`config.mk`:
```
export PLATFORM = sky130hd
export DESIGN_NAME = prg_bank_xlat
export DESIGN_NICKNAME = d
export VERILOG_FILES = /design/src/rtl/prg_xlat_pkg.sv /design/src/rtl/prg_bank_regs.sv /design/src/rtl/prg_bit_rev.sv /design/src/rtl/prg_win_map.sv /design/src/rtl/prg_bank_xlat.sv
export SDC_FILE = /design/constraint.sdc
export NUM_CORES = 1
export LEC_CHECK = 0
export ABC_CLOCK_PERIOD_IN_PS = 4300
export BUFFER_PORTS_ARGS = -buffer_cell sky130_fd_sc_hd__buf_2
export CAP_MARGIN = 30
export CORE_ASPECT_RATIO = 1.5
export CORE_UTILIZATION = 57
export CTS_CLUSTER_DIAMETER = 40
export DETAILED_ROUTE_END_ITERATION = 10
export PLACE_DENSITY = 0.92
export SKIP_CTS_REPAIR_TIMING = 1
export SYNTH_ARGS = -nofsm -noshare
export SYNTH_HDL_FRONTEND = slang
export SYNTH_SLANG_ARGS = --single-unit
```
`constraint.sdc`:
```
create_clock -name clk -period 4.3 [get_ports clk]
set_clock_uncertainty 0.2 [all_clocks]
set_input_delay 0.86 -clock clk [delete_from_list [all_inputs] [get_ports clk]]
set_output_delay 0.86 -clock clk [all_outputs]
set_load 0.05 [all_outputs]
```
`src/rtl/prg_xlat_pkg.sv`:
```
package prg_xlat_pkg;

    typedef enum logic [1:0] {
        LAY_W32    = 2'd0,
        LAY_W16    = 2'd1,
        LAY_W8     = 2'd2,
        LAY_W8_REV = 2'd3
    } layout_e;

    typedef struct packed {
        logic       rom_at_low;   // bit 7: ROM in 0x6000 window
        logic [3:0] spare;
        logic       last_prog;    // bit 2: top window follows register 3
        layout_e    layout;       // bits 1:0
    } mode_t;

    typedef enum logic [1:0] {
        WIN_NONE = 2'd0,
        WIN_LOW  = 2'd1,
        WIN_HIGH = 2'd2
    } win_e;

    localparam logic [4:0] BANK_PAGE = 5'h10;  // 0x8000-0x87FF
    localparam logic [4:0] MODE_PAGE = 5'h1A;  // 0xD000-0xD7FF

endpackage

```
`src/rtl/prg_bank_regs.sv`:
```
module prg_bank_regs
    import prg_xlat_pkg::*;
#(
    parameter int DATA_W   = 8,
    parameter int NUM_REGS = 4
) (
    input  logic                               clk,
    input  logic                               rst_n,
    input  logic                               wr_en,
    input  logic [15:0]                        wr_addr,
    input  logic [DATA_W-1:0]                  wr_data,
    output logic [NUM_REGS-1:0][DATA_W-1:0]    bank_q,
    output mode_t                              mode_q
);
    localparam int SEL_W = $clog2(NUM_REGS);

    logic             bank_wr;
    logic             mode_wr;
    logic [SEL_W-1:0] bank_sel;

    always_comb begin
        bank_sel = wr_addr[SEL_W-1:0];
        bank_wr  = wr_en && (wr_addr[15:11] == BANK_PAGE);
        mode_wr  = wr_en && (wr_addr[15:11] == MODE_PAGE) && (wr_addr[1:0] == 2'b00);
    end

    for (genvar g = 0; g < NUM_REGS; g++) begin : g_bank
        always_ff @(posedge clk) begin
            if (!rst_n)
                bank_q[g] <= '0;
            else if (bank_wr && (bank_sel == SEL_W'(g)))
                bank_q[g] <= wr_data;
        end
    end

    always_ff @(posedge clk) begin
        if (!rst_n)
            mode_q <= '0;
        else if (mode_wr)
            mode_q <= mode_t'(wr_data[7:0]);
    end

endmodule

```
`src/rtl/prg_bit_rev.sv`:
```
module prg_bit_rev #(
    parameter int W = 8
) (
    input  logic [W-1:0] din,
    output logic [W-1:0] dout
);
    assign dout[W-1] = 1'b0;
    for (genvar i = 0; i < W - 1; i++) begin : g_rev
        assign dout[i] = din[W-2-i];
    end
endmodule

```
`src/rtl/prg_win_map.sv`:
```
module prg_win_map
    import prg_xlat_pkg::*;
#(
    parameter int DATA_W   = 8,
    parameter int BANK_W   = 8,
    parameter int NUM_REGS = 4,
    parameter bit HAS_WRAM = 1'b1
) (
    input  logic [NUM_REGS-1:0][DATA_W-1:0] bank_q,
    input  mode_t                           mode_q,
    input  logic [15:0]                     cpu_addr,
    input  logic [BANK_W-1:0]               and_mask,
    input  logic [BANK_W-1:0]               or_mask,
    output logic                            rom_hit,
    output logic                            ram_hit,
    output logic [BANK_W-1:0]               rom_bank
);
    localparam int LAST_IDX = NUM_REGS - 1;

    win_e              win;
    logic [DATA_W-1:0] last_raw;
    logic [DATA_W-1:0] sel8_raw;
    logic [DATA_W-1:0] sel16_raw;
    logic [DATA_W-1:0] sel8_rev;
    logic [DATA_W-1:0] low_rev;
    logic [BANK_W-1:0] high_bank;
    logic [BANK_W-1:0] low_raw;
    logic [BANK_W-1:0] low_bank;

    always_comb begin
        last_raw  = mode_q.last_prog ? bank_q[LAST_IDX] : '1;
        sel8_raw  = (cpu_addr[14:13] == 2'd3) ? last_raw : bank_q[cpu_addr[14:13]];
        sel16_raw = cpu_addr[14] ? last_raw : bank_q[1];
    end

    prg_bit_rev #(.W(DATA_W)) u_rev_high (.din(sel8_raw),          .dout(sel8_rev));
    prg_bit_rev #(.W(DATA_W)) u_rev_low  (.din(bank_q[LAST_IDX]),  .dout(low_rev));

    // address class
    always_comb begin
        if (cpu_addr[15])
            win = WIN_HIGH;
        else if (cpu_addr[14:13] == 2'b11)
            win = WIN_LOW;
        else
            win = WIN_NONE;
    end

    // per-layout bank arithmetic
    always_comb begin
        unique case (mode_q.layout)
            LAY_W32: begin
                high_bank = (((BANK_W'(last_raw) & (and_mask >> 2)) | (or_mask >> 2)) << 2)
                          | BANK_W'(cpu_addr[14:13]);
                low_raw   = (BANK_W'(bank_q[LAST_IDX]) << 2) | BANK_W'(3);
            end
            LAY_W16: begin
                high_bank = (((BANK_W'(sel16_raw) & (and_mask >> 1)) | (or_mask >> 1)) << 1)
                          | BANK_W'(cpu_addr[13]);
                low_raw   = (BANK_W'(bank_q[LAST_IDX]) << 1) | BANK_W'(1);
            end
            LAY_W8: begin
                high_bank = (BANK_W'(sel8_raw) & and_mask) | or_mask;
                low_raw   = BANK_W'(bank_q[LAST_IDX]);
            end
            LAY_W8_REV: begin
                high_bank = (BANK_W'(sel8_rev) & and_mask) | or_mask;
                low_raw   = BANK_W'(low_rev);
            end
        endcase
        low_bank = (low_raw & and_mask) | or_mask;
    end

    // outputs by address class
    always_comb begin
        rom_hit  = 1'b0;
        ram_hit  = 1'b0;
        rom_bank = '0;
        unique case (win)
            WIN_NONE: ;
            WIN_LOW: begin
                if (mode_q.rom_at_low) begin
                    rom_hit  = 1'b1;
                    rom_bank = low_bank;
                end else begin
                    ram_hit  = HAS_WRAM;
                end
            end
            WIN_HIGH: begin
                rom_hit  = 1'b1;
                rom_bank = high_bank;
            end
            default: ;
        endcase
    end

endmodule

```
`src/rtl/prg_bank_xlat.sv`:
```
module prg_bank_xlat
    import prg_xlat_pkg::*;
#(
    parameter int DATA_W   = 8,
    parameter int BANK_W   = 8,
    parameter bit HAS_WRAM = 1'b1
) (
    input  logic              clk,
    input  logic              rst_n,
    input  logic              wr_en,
    input  logic [15:0]       wr_addr,
    input  logic [DATA_W-1:0] wr_data,
    input  logic [15:0]       cpu_addr,
    input  logic [BANK_W-1:0] and_mask,
    input  logic [BANK_W-1:0] or_mask,
    output logic              rom_hit,
    output logic              ram_hit,
    output logic [BANK_W-1:0] rom_bank
);
    localparam int NUM_REGS = 4;

    logic [NUM_REGS-1:0][DATA_W-1:0] bank_q;
    mode_t                           mode_q;

    prg_bank_regs #(
        .DATA_W  (DATA_W),
        .NUM_REGS(NUM_REGS)
    ) u_regs (
        .clk    (clk),
        .rst_n  (rst_n),
        .wr_en  (wr_en),
        .wr_addr(wr_addr),
        .wr_data(wr_data),
        .bank_q (bank_q),
        .mode_q (mode_q)
    );

    prg_win_map #(
        .DATA_W  (DATA_W),
        .BANK_W  (BANK_W),
        .NUM_REGS(NUM_REGS),
        .HAS_WRAM(HAS_WRAM)
    ) u_map (
        .bank_q  (bank_q),
        .mode_q  (mode_q),
        .cpu_addr(cpu_addr),
        .and_mask(and_mask),
        .or_mask (or_mask),
        .rom_hit (rom_hit),
        .ram_hit (ram_hit),
        .rom_bank(rom_bank)
    );

endmodule

```
==> summary.txt <==
Status
  • Outcome: finished clean

Synthesis
  • Avg Cell Area, Syn: 9.20 sq um
  • Number of flops mapped to enable cells by yosys: 0
  • Ranking of synthesized cells by area: dfxtp_1 29%, mux2i_1 18%, nor2b_1 9.8%, mux4_2 5.4%, o21ai_0 2.4%
  • Synth warn: 0
  • Yosys top cell by area: dfxtp_1
  • Syn nets: 330
  • Mapped Cells: 271
  • Ys async rst share: 0%
  • Register area share after synthesis: between 20% and 30%
  • Yosys reg bits: 36
  • Distinct cells, synth: 55
  • Mapped cell area: about 0.0025 sq mm
  • Post-synth top flop: dfxtp_1
  • Area share of the largest cell type after synthesis: 28.9%

Min path
  • Hold Path Stages: 2
  • Worst hold path type: reg -> reg

Worst setup path
  • Delay-heaviest family, CP: buffers and inverters
  • Critical-path maximum fanout: 30
  • Buf+Inv Stages, Crit Path: 2
  • Endpoint class of the critical path: output port
  • Reg2Reg Depth: 2
  • Crit path max-delay cell type: mux4_2
  • Crit path depth: 5
  • CP Data Arrival Time: 2660 ps
  • CP peak stage delay: 640 ps
  • CP Data Required Time: 3240 ps
  • WS Path Type: in -> out
  • Crit-path cells: buf_2 -> mux4_2 -> a221oi_2 -> o221ai_1 -> buf_2
  • Crit path top cell by count: buf_2
  • Startpoint Class: input port
  • R2R Setup Slk: 2840 ps

Clocking
  • Clk_lat worst skew: 300 ps
  • CTS Buffer Depth: 2
  • Clk sinks: 36
  • Num CTS Buffers: 5
  • CTS H-tree lvls: 2
  • Clk slew on worst S/H paths: about 80 ps
  • CTS tree: yes
  • Clock Root Buffer: clkbuf_8

Drt
  • Final WL: 6430 um
  • Drt first pass iters: 7
  • Via Count: 2,301
  • Routed length per instance: 18.1 um
  • Detailed-route vias per instance: roughly 6.5
  • ANT nets after route: 0
  • Number of DRC markers in iteration 0: between 100 and 150
  • Residual DRC count: 0

Timing
  • Final Max Slew Viols: 0
  • Hold slack: roughly 320 ps
  • Hold Vio Cnt, Final: 0
  • Total negative slack for setup checks: 0 ps
  • Tcrit/Tclk final: 86.6%
  • Post-layout minimum cycle time: ~3700 ps
  • RSZ-0062 raised after global routing: false
  • Worst slew pin tran: 886 ps
  • Slew Limit Headroom: 40.9%
  • # setup viols final: 0
  • FMAX: 269 MHz

Floorplan
  • Top Ports: 69
  • Die area: 0.00465 sq mm
  • Die height: 83.0 um
  • Rows: 29
  • Initial core utilization: 59.2%
  • Area of the core: around 0.0042 sq mm
  • Die Span X: ~56 um

GRT
  • Initial antenna violation count: 0
  • Total GRT Usage: 28.1%
  • GR Overflow Total: 0
  • First-pass GRT wire length: 10,300 um
  • Largest net degree at the start of global routing: 37
  • Number of global-route vias before repair: around 2,200

Pwr
  • Leak: between 1 and 1.5 nW
  • Pwr per Cell Area: 264 mW/mm^2
  • Maximum vdd drop: 0.208 mV

Cells and area
  • Nets: 368
  • Area Overhead vs Synth: 13.0%
  • Layout cells sized above 1: 24.5%
  • Ant diodes: 0
  • Final instance area: 0.00282 sq mm
  • # fillers: 323

Place
  • Buffers added on ports: 46
  • Dpl cell area: 0.00271 sq mm
  • DP Wirelength: 4590 um
  • GPL Wtd Cong: 0.935

Run
  • # Max-Cap Violations: 0
## metal layers
metal / global-route usage (%) / part of all wire (%) / up-vias
met4: 16.4 / 3.0 / 0
met2: 47.4 / 51 / 107
met5: 0 / 0 / -
met1: 33.3 / 41 / 1091
li1: - / - / 1085
met3: 4.05 / 5.4 / 18
## synth_stat cells (2+ instances only)
library cell	number
mux2i_1	44
nor2b_1	39
dfxtp_1	36
nand2_1	13
o21ai_0	12
nor2_1	9
buf_2	8
clkbuf_1	7
nand2b_1	7
inv_1	6
mux4_2	6
a21oi_1	5
and3b_1	5
o21ai_1	5
o22ai_1	5
o211ai_1	4
a22oi_1	3
a32oi_1	3
nand3_1	3
nor3_1	3
nor3b_1	3
o221ai_1	3
a211o_1	2
a211oi_1	2
a221oi_2	2
and3_1	2
buf_6	2
nand4_1	2
nand4b_1	2
o31ai_1	2
or3b_1	2
## power breakdown
group | leakage [nW] | internal, mW | switching, mW
Clock | 0.0541 | 0.171 | 0.129
Combinational | 0.973 | 0.0390 | 0.0694
Sequential | 0.290 | 0.334 | 0.000963
Total | 1.32 | 0.544 | 0.199
## worst min-delay path: stages (launching register included)
cell     delay (ps)
dfxtp_1         330
mux2i_1          70
nor2b_1          90
## registers in the layout, indices dropped and copies added, names as in the netlist
| name | count |
|---|---|
| u_regs.bank_q | 32 |
| u_regs.mode_q | 4 |
## cells in the final DEF, fill, tap and decap left out, types with 4 or more instances in the layout
master / count
mux2i_1: 44
nand2b_1: 7
mux4_2: 6
nand2_1: 13
nor2_1: 9
and3b_1: 5
nor2b_1: 39
o211ai_1: 4
o21ai_1: 5
inv_1: 6
o22ai_1: 5
dfxtp_1: 36
clkbuf_8: 5
o21ai_0: 12
a21oi_1: 5
buf_2: 46
## final cells by class
type | count | area, sq um | share of cell area [%]
well taps | 46 | 57.6 | 2.04
repair buffers | 49 | 253 | 8.97
clock buffers | 5 | 68.8 | 2.44
inverters | 7 | 26.3 | 0.932
flip-flops and latches | 36 | 721 | 25.6
clock inverters | 3 | 42.5 | 1.51
multi-input cells | 210 | 1650 | 58.5
## logic make-up after synthesis
family                 synth area share [%]
flip-flops                             28.9
XOR/XNOR                              0.351
buffers and inverters                  4.92
AND/OR/NAND/NOR                        25.1
multiplexers                           23.1
AO/OA/AOI/OAI                          17.7
## stage by stage
step	instances	util, %	power, mW	setup WS (ps)
finish	356	67.0	0.744	577
global route	356	67.0	0.768	510
detailed placement	348	64.3	0.449	659
CTS	356	67.0	0.746	625
floorplan	271	-	0.413	755
global placement	348	64.3	0.447	694
## path summary, 6_finish.rpt
| path | to | startpoint |
|---|---|---|
| max | rom_bank[4] | cpu_addr[14] |
| min | u_regs.bank_q[6] | u_regs.bank_q[6] |
| max reg2reg | u_regs.mode_q[1] | u_regs.mode_q[1] |
| min reg2reg | u_regs.bank_q[6] | u_regs.bank_q[6] |
(Power assumes the default switching activity.)
